===== config.mk =====
export PLATFORM = sky130hd
export DESIGN_NAME = ddc_txo_streamer
export DESIGN_NICKNAME = d
export VERILOG_FILES = /design/src/rtl/ddc_txo_pkg.sv /design/src/rtl/txo_vclk_edge.sv /design/src/rtl/txo_frame_seq.sv /design/src/rtl/txo_shift_out.sv /design/src/rtl/ddc_txo_streamer.sv
export SDC_FILE = /design/constraint.sdc
export NUM_CORES = 1
export LEC_CHECK = 0
export BUFFER_PORTS_ARGS = -buffer_cell sky130_fd_sc_hd__buf_4
export CORE_AREA = 5 5 66 68
export DETAILED_ROUTE_END_ITERATION = 10
export DIE_AREA = 0 0 71 73
export GPL_TIMING_DRIVEN = 0
export PLACE_DENSITY = 0.58
export REMOVE_ABC_BUFFERS = 1
export SLEW_MARGIN = 5
export SYNTH_ARGS = -nofsm -noshare
export SYNTH_HDL_FRONTEND = slang
export SYNTH_SLANG_ARGS = --single-unit

===== constraint.sdc =====
create_clock -name clk -period 2.5 [get_ports clk]
set_input_delay 0.5 -clock clk [delete_from_list [all_inputs] [get_ports clk]]
set_output_delay 0.5 -clock clk [all_outputs]
set_load 0.02 [all_outputs]

===== src/rtl/ddc_txo_pkg.sv =====
package ddc_txo_pkg;

    localparam int ADDR_W_DEF = 7;
    localparam int DATA_W_DEF = 8;
    localparam int BLANK_DEF  = 9;

    typedef enum logic [1:0] {
        ACT_BLANK = 2'd0,
        ACT_LOAD  = 2'd1,
        ACT_SHIFT = 2'd2,
        ACT_NULL  = 2'd3
    } txo_act_e;

    typedef struct packed {
        logic     step;
        txo_act_e act;
    } txo_step_t;

    function automatic txo_act_e pick_act(logic blanking, logic first_bit, logic null_bit);
        if (blanking)
            return ACT_BLANK;
        else if (first_bit)
            return ACT_LOAD;
        else if (null_bit)
            return ACT_NULL;
        else
            return ACT_SHIFT;
    endfunction

endpackage


===== src/rtl/txo_vclk_edge.sv =====
module txo_vclk_edge (
    input  logic clk,
    input  logic rst,
    input  logic vclk,
    output logic rise
);
    logic vclk_q;

    always_ff @(posedge clk) begin
        if (rst)
            vclk_q <= 1'b1;
        else
            vclk_q <= vclk;
    end

    assign rise = vclk & ~vclk_q;

endmodule


===== src/rtl/txo_frame_seq.sv =====
module txo_frame_seq
    import ddc_txo_pkg::*;
#(
    parameter int DATA_W = DATA_W_DEF,
    parameter int BLANK  = BLANK_DEF
) (
    input  logic      clk,
    input  logic      rst,
    input  logic      en,
    input  logic      rise,
    output txo_step_t step
);
    localparam int BC_W = $clog2(BLANK + 1);
    localparam int BI_W = $clog2(DATA_W + 1);
    localparam logic [BC_W-1:0] BLANK_V = BC_W'(BLANK);
    localparam logic [BI_W-1:0] NULL_V  = BI_W'(DATA_W);

    logic [BC_W-1:0] blank_cnt;
    logic [BI_W-1:0] bit_idx;
    logic            blanking;

    assign blanking  = blank_cnt < BLANK_V;
    assign step.step = en & rise;
    assign step.act  = pick_act(blanking, bit_idx == '0, bit_idx == NULL_V);

    always_ff @(posedge clk) begin
        if (rst || !en) begin
            blank_cnt <= '0;
            bit_idx   <= '0;
        end else if (rise) begin
            case (step.act)
                ACT_BLANK: blank_cnt <= blank_cnt + 1'b1;
                ACT_NULL:  bit_idx   <= '0;
                default:   bit_idx   <= bit_idx + 1'b1;
            endcase
        end
    end

    // blanking count never passes its limit
    a_r2_blank_bound: assert property (@(posedge clk) disable iff (rst)
        blank_cnt <= BLANK_V);

    // bit position stays inside the nine-step frame
    a_r4_frame_bound: assert property (@(posedge clk) disable iff (rst)
        bit_idx <= NULL_V);

    // leaving the mode rewinds the sequencer
    a_r8_seq_rewind: assert property (@(posedge clk) disable iff (rst)
        !en |=> (blank_cnt == '0 && bit_idx == '0));

endmodule


===== src/rtl/txo_shift_out.sv =====
module txo_shift_out
    import ddc_txo_pkg::*;
#(
    parameter int ADDR_W = ADDR_W_DEF,
    parameter int DATA_W = DATA_W_DEF
) (
    input  logic              clk,
    input  logic              rst,
    input  logic              en,
    input  txo_step_t         step,
    input  logic [DATA_W-1:0] mem_data,
    output logic [ADDR_W-1:0] mem_addr,
    output logic              sda_oe,
    output logic              sda_o
);
    logic [DATA_W-1:0] shreg;

    always_ff @(posedge clk) begin
        if (rst || !en) begin
            mem_addr <= '1;
            shreg    <= '0;
            sda_oe   <= 1'b0;
            sda_o    <= 1'b0;
        end else if (step.step) begin
            case (step.act)
                ACT_BLANK: sda_oe <= 1'b0;
                ACT_LOAD: begin
                    sda_oe <= 1'b1;
                    sda_o  <= mem_data[DATA_W-1];
                    shreg  <= mem_data << 1;
                end
                ACT_SHIFT: begin
                    sda_o <= shreg[DATA_W-1];
                    shreg <= shreg << 1;
                end
                ACT_NULL: begin
                    sda_oe   <= 1'b0;
                    mem_addr <= mem_addr + 1'b1;
                end
                default: sda_oe <= 1'b0;
            endcase
        end
    end

    // the first bit of a byte is the top bit of the memory word
    a_r3_msb_first: assert property (@(posedge clk) disable iff (rst)
        (en && step.step && step.act == ACT_LOAD) |=>
            (sda_oe && sda_o == $past(mem_data[DATA_W-1])));

    // the null step releases the line
    a_r4_null_release: assert property (@(posedge clk) disable iff (rst)
        (en && step.step && step.act == ACT_NULL) |=> !sda_oe);

    // the pointer wraps from the top address to zero
    a_r6_wrap: assert property (@(posedge clk) disable iff (rst)
        (en && step.step && step.act == ACT_NULL && mem_addr == '1) |=> (mem_addr == '0));

    // no movement between VCLK edges
    a_r7_hold: assert property (@(posedge clk) disable iff (rst)
        (en && !step.step) |=> ($stable(sda_oe) && $stable(sda_o) && $stable(mem_addr)));

    // leaving the mode releases the line and rewinds the pointer
    a_r8_exit_release: assert property (@(posedge clk) disable iff (rst)
        !en |=> (!sda_oe && mem_addr == '1));

endmodule


===== src/rtl/ddc_txo_streamer.sv =====
module ddc_txo_streamer
    import ddc_txo_pkg::*;
#(
    parameter int ADDR_W = ADDR_W_DEF,
    parameter int DATA_W = DATA_W_DEF,
    parameter int BLANK  = BLANK_DEF
) (
    input  logic              clk,
    input  logic              rst,
    input  logic              txo_en,
    input  logic              vclk,
    output logic [ADDR_W-1:0] mem_addr,
    input  logic [DATA_W-1:0] mem_data,
    output logic              sda_oe,
    output logic              sda_o
);
    logic      rise;
    txo_step_t step;

    txo_vclk_edge u_edge (
        .clk  (clk),
        .rst  (rst),
        .vclk (vclk),
        .rise (rise)
    );

    txo_frame_seq #(
        .DATA_W (DATA_W),
        .BLANK  (BLANK)
    ) u_seq (
        .clk  (clk),
        .rst  (rst),
        .en   (txo_en),
        .rise (rise),
        .step (step)
    );

    txo_shift_out #(
        .ADDR_W (ADDR_W),
        .DATA_W (DATA_W)
    ) u_out (
        .clk      (clk),
        .rst      (rst),
        .en       (txo_en),
        .step     (step),
        .mem_data (mem_data),
        .mem_addr (mem_addr),
        .sda_oe   (sda_oe),
        .sda_o    (sda_o)
    );

endmodule


# ---- Word-level counts from Yosys, hierarchy flattened
# Cells that the tools add are included.
dict set report totals {
  wordCells 38
  register_bits 26
}
dict set report op_classes {
  muxes 7
  eq_ne 4
  addsub 3
  n_bitwise 4
  n_lt_le_gt_ge 1
  reduce_logical 12
}
# operator count
set ops {}
lappend ops {{$pmux 8 s2} 1}
lappend ops {{$reduce_and 2->1} 5}
lappend ops {{$add 4x1->4 const B} 2}
lappend ops {{$pmux 4 s2} 1}
lappend ops {{$add 7x1->7 const B} 1}
lappend ops {{$eq 2x2->1 const B} 2}
lappend ops {{$eq 4x4->1 const B} 1}
lappend ops {{$logic_not 4->1} 1}
lappend ops {{$lt 4x4->1 const B} 1}
lappend ops {{$mux 2} 2}
lappend ops {{$pmux 1 s2} 2}
lappend ops {{$reduce_bool 2->1} 2}
lappend ops {{$and 1x1->1} 2}
lappend ops {{$eq 2x1->1 const B} 1}
lappend ops {{$logic_not 2->1} 1}
lappend ops {{$not 1->1} 2}
lappend ops {{$reduce_or 2->1} 1}
lappend ops {{$logic_not 1->1} 1}
lappend ops {{$logic_or 1x1->1} 1}
lappend ops {{$mux 1} 1}

# ---- Depth between registers and ports, before layout
# Gate-level depths: netlist of the first run.
dict set report depth {
  depth_word 8
  ltp_mapped 12
  mapped_depth_nobuf 10
}

# ---- Cells and area by module
# Synthesis of the first run repeated with hierarchy kept, for this count alone.
dict set report unflattened {
  hier_cells 131
  hier_area_um2 1286.2
}
# mod instances area_each_um2 cells_per_inst seq_area_each_um2
set modules_own_cells {}
lappend modules_own_cells {txo_shift_out 1 780.7 79 320.3}
lappend modules_own_cells {txo_frame_seq 1 473.0 49 160.2}
lappend modules_own_cells {txo_vclk_edge 1 32.5 3 20.0}

# ---- Least setup slack after synthesis of the first run
# OpenSTA, ideal clock, no wires.
dict set report synth_timing {
  path_kind {register -> register}
  start {reg u_seq.bit_idx[0]}
  end {reg u_seq.bit_idx[2]}
  stages_incl_launch_ff 12
  arrival_ps 2279
  required_time_ps 2430
  path_slack_ps 151
  synth_period_minus_slack_ps 2349
  cell_sequence {dfxtp_1 -> inv_1 -> ha_1 -> nor2b_2 -> and3b_1 -> buf_6 -> a31oi_1 -> ha_1 -> nor3b_1 -> nand2_1 -> or3_1 -> a21oi_1}
}
dict set report synth_between {
  elab_chain_cells 7
}
# item line
set synth_lines {}
lappend synth_lines {{start, declared} txo_frame_seq.sv:19} ;# logic [BI_W-1:0] bit_idx;
lappend synth_lines {{start signal, assigned} txo_frame_seq.sv:34} ;# default: bit_idx <= bit_idx + 1'b1;
lappend synth_lines {{branches (longest 7 deep; another with $eq 4x4->1)} --}
# Several ways; the timed one is not identified.
# A chain may end at the register's enable or synchronous reset.

# ---- Final worst setup path of the first run
# Ends and elaborated chain as after synthesis.

==> results of run 1 <==
[cell usage after synthesis, types with 3 or more instances]
library cell                n
sky130_fd_sc_hd__nand3_1    6
sky130_fd_sc_hd__and4_1     4
sky130_fd_sc_hd__nor2_1     4
sky130_fd_sc_hd__a31oi_1   10
sky130_fd_sc_hd__clkbuf_1   3
sky130_fd_sc_hd__nand2_1   23
sky130_fd_sc_hd__ha_1       6
sky130_fd_sc_hd__nand2b_1   3
sky130_fd_sc_hd__dfxtp_1   25
sky130_fd_sc_hd__o21ai_1   13
sky130_fd_sc_hd__a21oi_1    9
sky130_fd_sc_hd__inv_1      4
sky130_fd_sc_hd__or3_1      3
sky130_fd_sc_hd__and3_1     3
[sequential cells by signal, indices dropped and copies added, names as in the netlist]
register	cells
u_out.mem_addr	7
u_out.shreg	7
u_seq.bit_idx	4
u_seq.blank_cnt	4
u_edge.vclk_q	1
u_out.sda_o	1
u_out.sda_oe	1
[cells in the final DEF, fill, tap and decap left out, types with 3 or more instances in the layout]
cell | Yosys | final
sky130_fd_sc_hd__buf_4 | 0 | 23
sky130_fd_sc_hd__dfxtp_1 | 25 | 25
sky130_fd_sc_hd__a31oi_1 | 10 | 10
sky130_fd_sc_hd__nand2b_1 | 3 | 3
sky130_fd_sc_hd__clkbuf_8 | 0 | 3
sky130_fd_sc_hd__a21oi_1 | 9 | 9
sky130_fd_sc_hd__or3_1 | 3 | 3
sky130_fd_sc_hd__inv_1 | 4 | 4
sky130_fd_sc_hd__o21ai_1 | 13 | 13
sky130_fd_sc_hd__nand2_1 | 23 | 23
sky130_fd_sc_hd__ha_1 | 6 | 6
sky130_fd_sc_hd__nand3_1 | 6 | 6
sky130_fd_sc_hd__nor2_1 | 4 | 4
sky130_fd_sc_hd__and3_1 | 3 | 3
sky130_fd_sc_hd__and4_1 | 4 | 4
[critical path, delay by kind of cell (launching register included)]
family	cells	cell delay (ns)
buffers and inverters	1	0.07
adder cells (fa/ha/maj)	2	0.49
AND/OR/NAND/NOR	5	1.06
flip-flops	1	0.41
AO/OA/AOI/OAI	2	0.16
[cell type report]
class / instances / share of cell area, %
sequential: 25 / 33.9
timing repair buffer: 23 / 11.7
inverter: 4 / 1.02
multi-input combinational: 109 / 46.1
tap: 50 / 4.23
clock inverter: 1 / 0.339
clock buffer: 3 / 2.79
[power groups by stage]
stage          clock network (mW)  logic (mW)  registers, mW
6_report                    0.235      0.0316          0.400
4_1_cts                     0.249      0.0319          0.400
5_1_grt                     0.262      0.0353          0.401
3_3_place_gp                    0      0.0310          0.409
3_5_place_dp                    0      0.0318          0.409
2_1_floorplan                   0      0.0133          0.409
[stage by stage]
stage / instances / hold slack [ns] / setup slack (ns) / power, mW
2_1_floorplan: 138 / 0.446 / 0.106 / 0.422
3_5_place_dp: 208 / 0.468 / -0.234 / 0.441
4_1_cts: 212 / 0.431 / 0.00622 / 0.681
3_3_place_gp: 208 / 0.457 / -0.186 / 0.440
6_report: 215 / 0.441 / 0.229 / 0.667
5_1_grt: 215 / 0.429 / -0.00172 / 0.698
[cells by family after synthesis]
logic type / after synthesis
AND/OR/NAND/NOR: 64
AO/OA/AOI/OAI: 36
flip-flops: 25
buffers and inverters: 11
adder cells (fa/ha/maj): 6
XOR/XNOR: 3
[what timing repair did]
action                     in CTS  in global routing
pin swaps                       0                  1
resized for setup               2                  1
setup endpoints to repair       3                  9
buffers inserted                0                  3
[how the worst min path moves through the flow]
| stage | to | slack, ns |
|---|---|---|
| global placement | u_out.shreg[5] | 0.46 |
| finish | u_edge.vclk_q | 0.44 |
| CTS | u_edge.vclk_q | 0.43 |
| global route | u_edge.vclk_q | 0.43 |
| floorplan | u_out.shreg[1] | 0.45 |
| detailed placement | u_out.shreg[1] | 0.47 |
[layer usage]
layer | global-route usage [%] | wire length, um
met5 | 0 | 0
met4 | 2.51 | 27
met3 | 2.34 | 123
met2 | 17.2 | 1190
met1 | 11.6 | 1110
==> out/summary.txt, run 1 <==
=================================================================================
Outcome                                                              complete, no violations
Clock slew seen by the registers of the worst setup and hold paths        0.09 ns
Critical path peak fanout                                                       6
GRT Residual Overflow                                                           0
Synth area leader                                                    sky130_fd_sc_hd__dfxtp_1
Port Buf Inserts                                                               20
Number of nets with antenna violations after routing                            0
Slowest stage cell, crit path                                        sky130_fd_sc_hd__dfxtp_1
Number of cell instances on the worst register-to-register path                10
Total inserted antenna cells                                                    0
Post-cts hold buffer count                                                      0
Num CTS Buffers                                                                 3
Yosys reg bits                                                                 25
Number of antenna violations at the first check in global routing               0
Syn Inst Count                                                                145
Share of power burned in combinational logic                                 4.7%
Vias in the first global route                                                943
Switching part of the total power                                           20.9%
Slew Limit Fails                                                                0
Clock latency on the worst-skew pair                                      0.27 ns
Final setup TNS                                                              0 ns
Final hold vios                                                                 0
Detail-routed net length per standard cell                                11.4 um
Most frequent cell on the critical path                              sky130_fd_sc_hd__ha_1
Wire length after detailed routing                                        2450 um
Share of Yosys cell area claimed by the top area cell type                  40.5%
Main combinational cell family by area after synthesis               simple AND/OR/NAND/NOR gates
Clk sink count                                                                 25
Count of flip-flops with a built-in enable after synthesis                      0
Top-Level Pins                                                                 21
Setup violations, final                                                         0
Worst setup path startpoint                                          u_seq.bit_idx[0]
Slew margin rel.                                                            43.1%
Syn-to-layout area delta                                                    19.5%
Worst min-delay path startpoint                                               rst
Drt first-iter violations                                                      42
Static Leak                                                              0.584 nW
Hold Path Depth                                                                 2
H-Tree Level Count                                                              1
Required time at the worst-slack endpoint                                 2.70 ns
Final core occ                                                              38.9%
Most instantiated flip-flop cell in the synthesis netlist            sky130_fd_sc_hd__dfxtp_1
Part of the power in registers                                              60.1%
Overall fraction of global-route tracks in use                              9.65%
Root Buffer Master                                                   sky130_fd_sc_hd__clkbuf_8
Worst-margin pin slew                                                    0.852 ns
Area post-placement                                                     1400 um^2
Type of origin of the critical path                                     flip-flop
Layout cell share with drive strength beyond 1                              20.6%
Clock tree from TritonCTS                                                   built
Final period utilization                                                    90.8%
Xor/xnor cell area share of the yosys netlist                               2.13%
Max capacitance violation total                                                 0
Max Root-Sink Buffers                                                           2
Crit path cell chain                                                 inv_1, ha_1, nor2b_2, and3b_2, a31oi_1, ha_1, nor3b_4, nand2_1, or3_1, a21oi_1
Count of unresolved DRC violations after routing                                0
Largest cells by area after synthesis                                sky130_fd_sc_hd__dfxtp_1 40%, sky130_fd_sc_hd__nand2_1 7.0%, sky130_fd_sc_hd__ha_1 6.1%
Area of all placed cells without fillers                                1480 um^2
Synth Warn #                                                                    0
Mux share of post-synthesis cell area                                          0%
Clock power share                                                           35.2%
Horizontal die dimension                                                    71 um
Largest voltage drop on the vdd net                                      0.188 mV
Sequential share of the synthesized area                                    40.5%
Multi-input gate area in the final layout                                681 um^2
First-pass GRT wire length                                                4150 um
Filler cells                                                                  413
Maximum operating frequency                                             0.440 GHz
Period minus WS final                                                     2.27 ns
Final-stage net count                                                         184
Compound-gate portion of the synthesized area                               16.5%
Reg-to-reg critical path startpoint                                  u_seq.bit_idx[0]
Sequential cell area                                                     500 um^2
Standard cell core area                                                 3800 um^2
Data arrival time of the critical path                                    2.47 ns
Worst Setup End Kind                                                    flip-flop
Routability Congestion                                                      0.718
Adder-cell share of the synthesized area                                    6.07%
Pin count of the biggest net entering global routing                           17
Via/cell ratio                                                               5.03
Type of the most critical hold path                                        in2reg
Async set or reset register ratio after synthesis                              0%
Crit path capture                                                    u_seq.bit_idx[2]
Initial Utilization                                                         32.5%
Die area                                                                5180 um^2
Power per standard cell area                                          451 nW/um^2
Post-Synthesis Cell Area                                                1240 um^2
Detailed Place HPWL                                                       1850 um
Number of rows created at floorplan                                            23
Internal power                                                           0.527 mW
Synth Area in Simple Gates                                                  29.4%
Clock skew                                                             0.00541 ns
Netlist cell types                                                             36
Switching pwr                                                            0.139 mW
Setup slack, reg-to-reg                                                   0.23 ns
Class of the most critical setup path                                     reg2reg
Iteration count of the initial detailed-routing pass                            4
Peak per-stage delay on the critical path                                 0.41 ns
Via Count                                                                   1,081
Synthesized area per cell                                               8.53 um^2
Terminus of the critical flop-to-flop path                           u_seq.bit_idx[2]
Floorplan die height                                                        73 um
=================================================================================
(Power assumes the default switching activity.)
==> inputs of run 2 (changes only) <==
- CORE_AREA: 5 5 66 68 -> 5 5 67 69
- DIE_AREA: 0 0 71 73 -> 0 0 72 74
- PLACE_DENSITY: 0.58 -> 0.59
- SYNTH_HIERARCHICAL: unset -> 1
==> out/summary.txt, run 2 <==
=================================================================================
Vias in the first global route                                                910   -3.5%
Clock latency on the worst-skew pair                                      0.26 ns   about the same
Type of the most critical hold path                                        in2reg
Most instantiated flip-flop cell in the synthesis netlist            sky130_fd_sc_hd__dfxtp_1
Largest voltage drop on the vdd net                                      0.212 mV   +13%
Number of rows created at floorplan                                            23   unchanged
Number of antenna violations at the first check in global routing               0   unchanged
Floorplan die height                                                        74 um   +1.4%
Unrepaired setup endpoints after global routing                                no
Initial Utilization                                                         33.4%   +0.81 points
Count of flip-flops with a built-in enable after synthesis                      0   unchanged
Num CTS Buffers                                                                 3   unchanged
Hold Path Depth                                                                 2   unchanged
First-pass GRT wire length                                                3930 um   -5.3%
Worst path setup slack after routing                                     0.167 ns   -0.0619 ns
Outcome                                                              complete, no violations
Worst-margin pin slew                                                    0.655 ns   -0.196 ns
Syn-to-layout area delta                                                    18.9%
Number of cell instances on the worst register-to-register path                10   unchanged
Part of the power in registers                                              59.4%   -0.7 points
Synthesized area per cell                                               9.82 um^2   +15%
Static Leak                                                              0.554 nW   -5.2%
Standard cell core area                                                 3860 um^2   +1.5%
Slowest stage cell, crit path                                        sky130_fd_sc_hd__dfxtp_1
Detailed Place HPWL                                                       1740 um   -5.9%
Clock slew seen by the registers of the worst setup and hold paths        0.09 ns   about the same
Period minus WS final                                                     2.33 ns   +0.0619 ns
Netlist cell types                                                             46   +28%
Switching part of the total power                                           21.4%   +0.54 points
Syn Inst Count                                                                131   -9.7%
Synth Area in Simple Gates                                                  25.4%   -4.0 points
Worst Setup End Kind                                                    flip-flop
Final hold vios                                                                 0   unchanged
Synth area leader                                                    sky130_fd_sc_hd__dfxtp_1
Library cell with the highest instance count after synthesis         sky130_fd_sc_hd__dfxtp_1
Main combinational cell family by area after synthesis               simple AND/OR/NAND/NOR gates
Peak per-stage delay on the critical path                                 0.40 ns   about the same
H-Tree Level Count                                                              1   unchanged
Largest cells by area after synthesis                                sky130_fd_sc_hd__dfxtp_1 39%, sky130_fd_sc_hd__mux2i_1 7.0%, sky130_fd_sc_hd__ha_1 6.8%
Clock tree from TritonCTS                                                   built
Yosys reg bits                                                                 25   unchanged
Internal power                                                           0.529 mW   +0.35%
Die area                                                                5330 um^2   +2.8%
Slew Limit Fails                                                                0   unchanged
Largest registers                                                    u_out/mem_addr (7), u_out/shreg (7)
Most frequent cells in the layout                                    25 x sky130_fd_sc_hd__dfxtp_1, 21 x sky130_fd_sc_hd__buf_4, 10 x sky130_fd_sc_hd__nor2_1
Share of Yosys cell area claimed by the top area cell type                  38.9%   -1.6 points
Count of unresolved DRC violations after routing                                0   unchanged
Clk sink count                                                                 25   unchanged
Clock skew                                                             0.00187 ns   -0.00354 ns
Post-Synthesis Cell Area                                                1290 um^2   +4.0%
Worst setup timing slack at the placement stage                         0.0450 ns   +0.279 ns
Crit path cell chain                                                 inv_1, ha_1, and2b_1, nor4b_4, inv_1, ha_1, nor2b_4, buf_12, nor2_1, a211oi_1
Switching pwr                                                            0.144 mW   +3.6%
Critical path peak fanout                                                      16   +10
Max Root-Sink Buffers                                                           2   unchanged
Final period utilization                                                    93.3%   +2.5 points
Type of origin of the critical path                                     flip-flop
Post-CTS sizing                                                                 0   -2
Horizontal die dimension                                                    72 um   +1.4%
Via/cell ratio                                                               4.82   -4.2%
Number of nets with antenna violations after routing                            0   unchanged
Slew margin rel.                                                            56.2%   +13 points
Commonest non-fill, non-tap cell in the layout                       sky130_fd_sc_hd__dfxtp_1
Drt first-iter violations                                                      46   +9.5%
Final core occ                                                              39.6%   +0.75 points
GRT Residual Overflow                                                           0   unchanged
Wire length after detailed routing                                        2340 um   -4.7%
Final setup TNS                                                              0 ns   unchanged
Xor/xnor cell area share of the yosys netlist                               3.40%   +1.3 points
Root Buffer Master                                                   sky130_fd_sc_hd__clkbuf_8
Detail-routed net length per standard cell                                11.6 um   +1.4%
Filler cells                                                                  399   -3.4%
Iteration count of the initial detailed-routing pass                            4   unchanged
Top-Level Pins                                                                 21   unchanged
Layout cell share with drive strength beyond 1                              25.7%   +5.1 points
Post-synth top cells                                                 25 x sky130_fd_sc_hd__dfxtp_1, 10 x sky130_fd_sc_hd__nor2_1, 9 x sky130_fd_sc_hd__mux2i_1, 7 x sky130_fd_sc_hd__ha_1, 7 x sky130_fd_sc_hd__inv_1
Clock power share                                                           35.2%   about the same
Synth Warn #                                                                    6   +6
Data arrival time of the critical path                                    2.51 ns   +0.04 ns
Via Count                                                                     973   -10%
Maximum operating frequency                                             0.429 GHz   -2.7%
Compound-gate portion of the synthesized area                               13.0%   -3.5 points
Max capacitance violation total                                                 0   unchanged
Smallest hold slack                                                      0.415 ns   -0.0253 ns
Power per standard cell area                                          440 nW/um^2   -2.4%
Final-stage net count                                                         172   -6.5%
Adder-cell share of the synthesized area                                    6.81%   +0.74 points
Class of the most critical setup path                                     reg2reg
Required time at the worst-slack endpoint                                 2.68 ns   -0.02 ns
Post-cts hold buffer count                                                      0   unchanged
Setup violations, final                                                         0   unchanged
Mux share of post-synthesis cell area                                       7.00%   +7.0 points
Total power draw                                                         0.673 mW   +1.0%
Overall fraction of global-route tracks in use                              9.10%   -0.55 points
Pin count of the biggest net entering global routing                           17   unchanged
Share of power burned in combinational logic                                 5.4%   +0.7 points
Sequential share of the synthesized area                                    38.9%   -1.6 points
Total inserted antenna cells                                                    0   unchanged
Async set or reset register ratio after synthesis                              0%   unchanged
Routability Congestion                                                      0.705   -1.8%
Port Buf Inserts                                                               20   unchanged
=================================================================================
run 2: changes by cell type after synthesis, moves of 5 or more:
cell                       change
sky130_fd_sc_hd__nand2_1      -17
sky130_fd_sc_hd__a31oi_1      -10
sky130_fd_sc_hd__nor2_1        +6
sky130_fd_sc_hd__a211oi_1      +6
sky130_fd_sc_hd__o21ai_1      -11
sky130_fd_sc_hd__a21oi_1       -5
sky130_fd_sc_hd__mux2i_1       +9
run 2: stage by stage:
| step | instances | instance area, um^2 |
|---|---|---|
| finish | 202 | 1530 |
| global route | 202 | 1530 |
| CTS | 200 | 1500 |
| detailed placement | 196 | 1460 |
| global placement | 196 | 1460 |
| floorplan | 126 | 1240 |
run 2: cell type report:
type	instances	area (um^2)	share of cell area [%]
inverters	7	26.3	1.72
clock inverters	1	5.00	0.327
clock buffers	3	41.3	2.70
multi-input cells	94	716	46.8
flip-flops and latches	25	500	32.7
repair buffers	22	178	11.6
well taps	50	62.6	4.09
run 2: power groups by stage:
stage	Sequential, mW	Combinational, mW	Clock (mW)
2_1_floorplan	0.410	0.0175	0
3_5_place_dp	0.410	0.0369	0
6_report	0.400	0.0363	0.237
5_1_grt	0.401	0.0401	0.268
4_1_cts	0.400	0.0370	0.246
3_3_place_gp	0.409	0.0359	0
run 2: repair_timing:
item	4_1_cts	5_1_grt
setup buffers	0	2
endpoints found under the hold margin	0	0
setup endpoints to repair	0	8
run 2: cells by family after synthesis:
family | Yosys count
XOR/XNOR | 5
flip-flops | 25
multiplexers | 9
buffers and inverters | 12
AO/OA/AOI/OAI | 23
adder cells (fa/ha/maj) | 7
AND/OR/NAND/NOR | 50
run 2: worst max-delay path: cells and delay by family, from the launching register on:
kind                       cells  cell delay [ns]
AOI/OAI and AO/OA              1             0.20
DFF                            1             0.40
and+or+nand+nor                4             0.76
adders and majority gates      2             0.58
buffers and inverters          3             0.30
run 2: path summary, 6_finish.rpt:
check                           from             end  slack [ns]
setup / recovery  u_seq/blank_cnt[0]  u_out/shreg[3]        0.17
hold reg to reg       u_out/shreg[1]  u_out/shreg[1]        0.49
hold / removal                  vclk   u_edge/vclk_q        0.42
setup reg to reg  u_seq/blank_cnt[0]  u_out/shreg[3]        0.17
run 2: per-layer routing:
layer | vias up | GRT usage (%) | wire length [um]
li1 | 502 | - | -
met1 | 451 | 12.5 | 1210
met2 | 16 | 14.0 | 998
met3 | 4 | 2.30 | 109
met4 | 0 | 3.13 | 23
met5 | - | 0 | 0
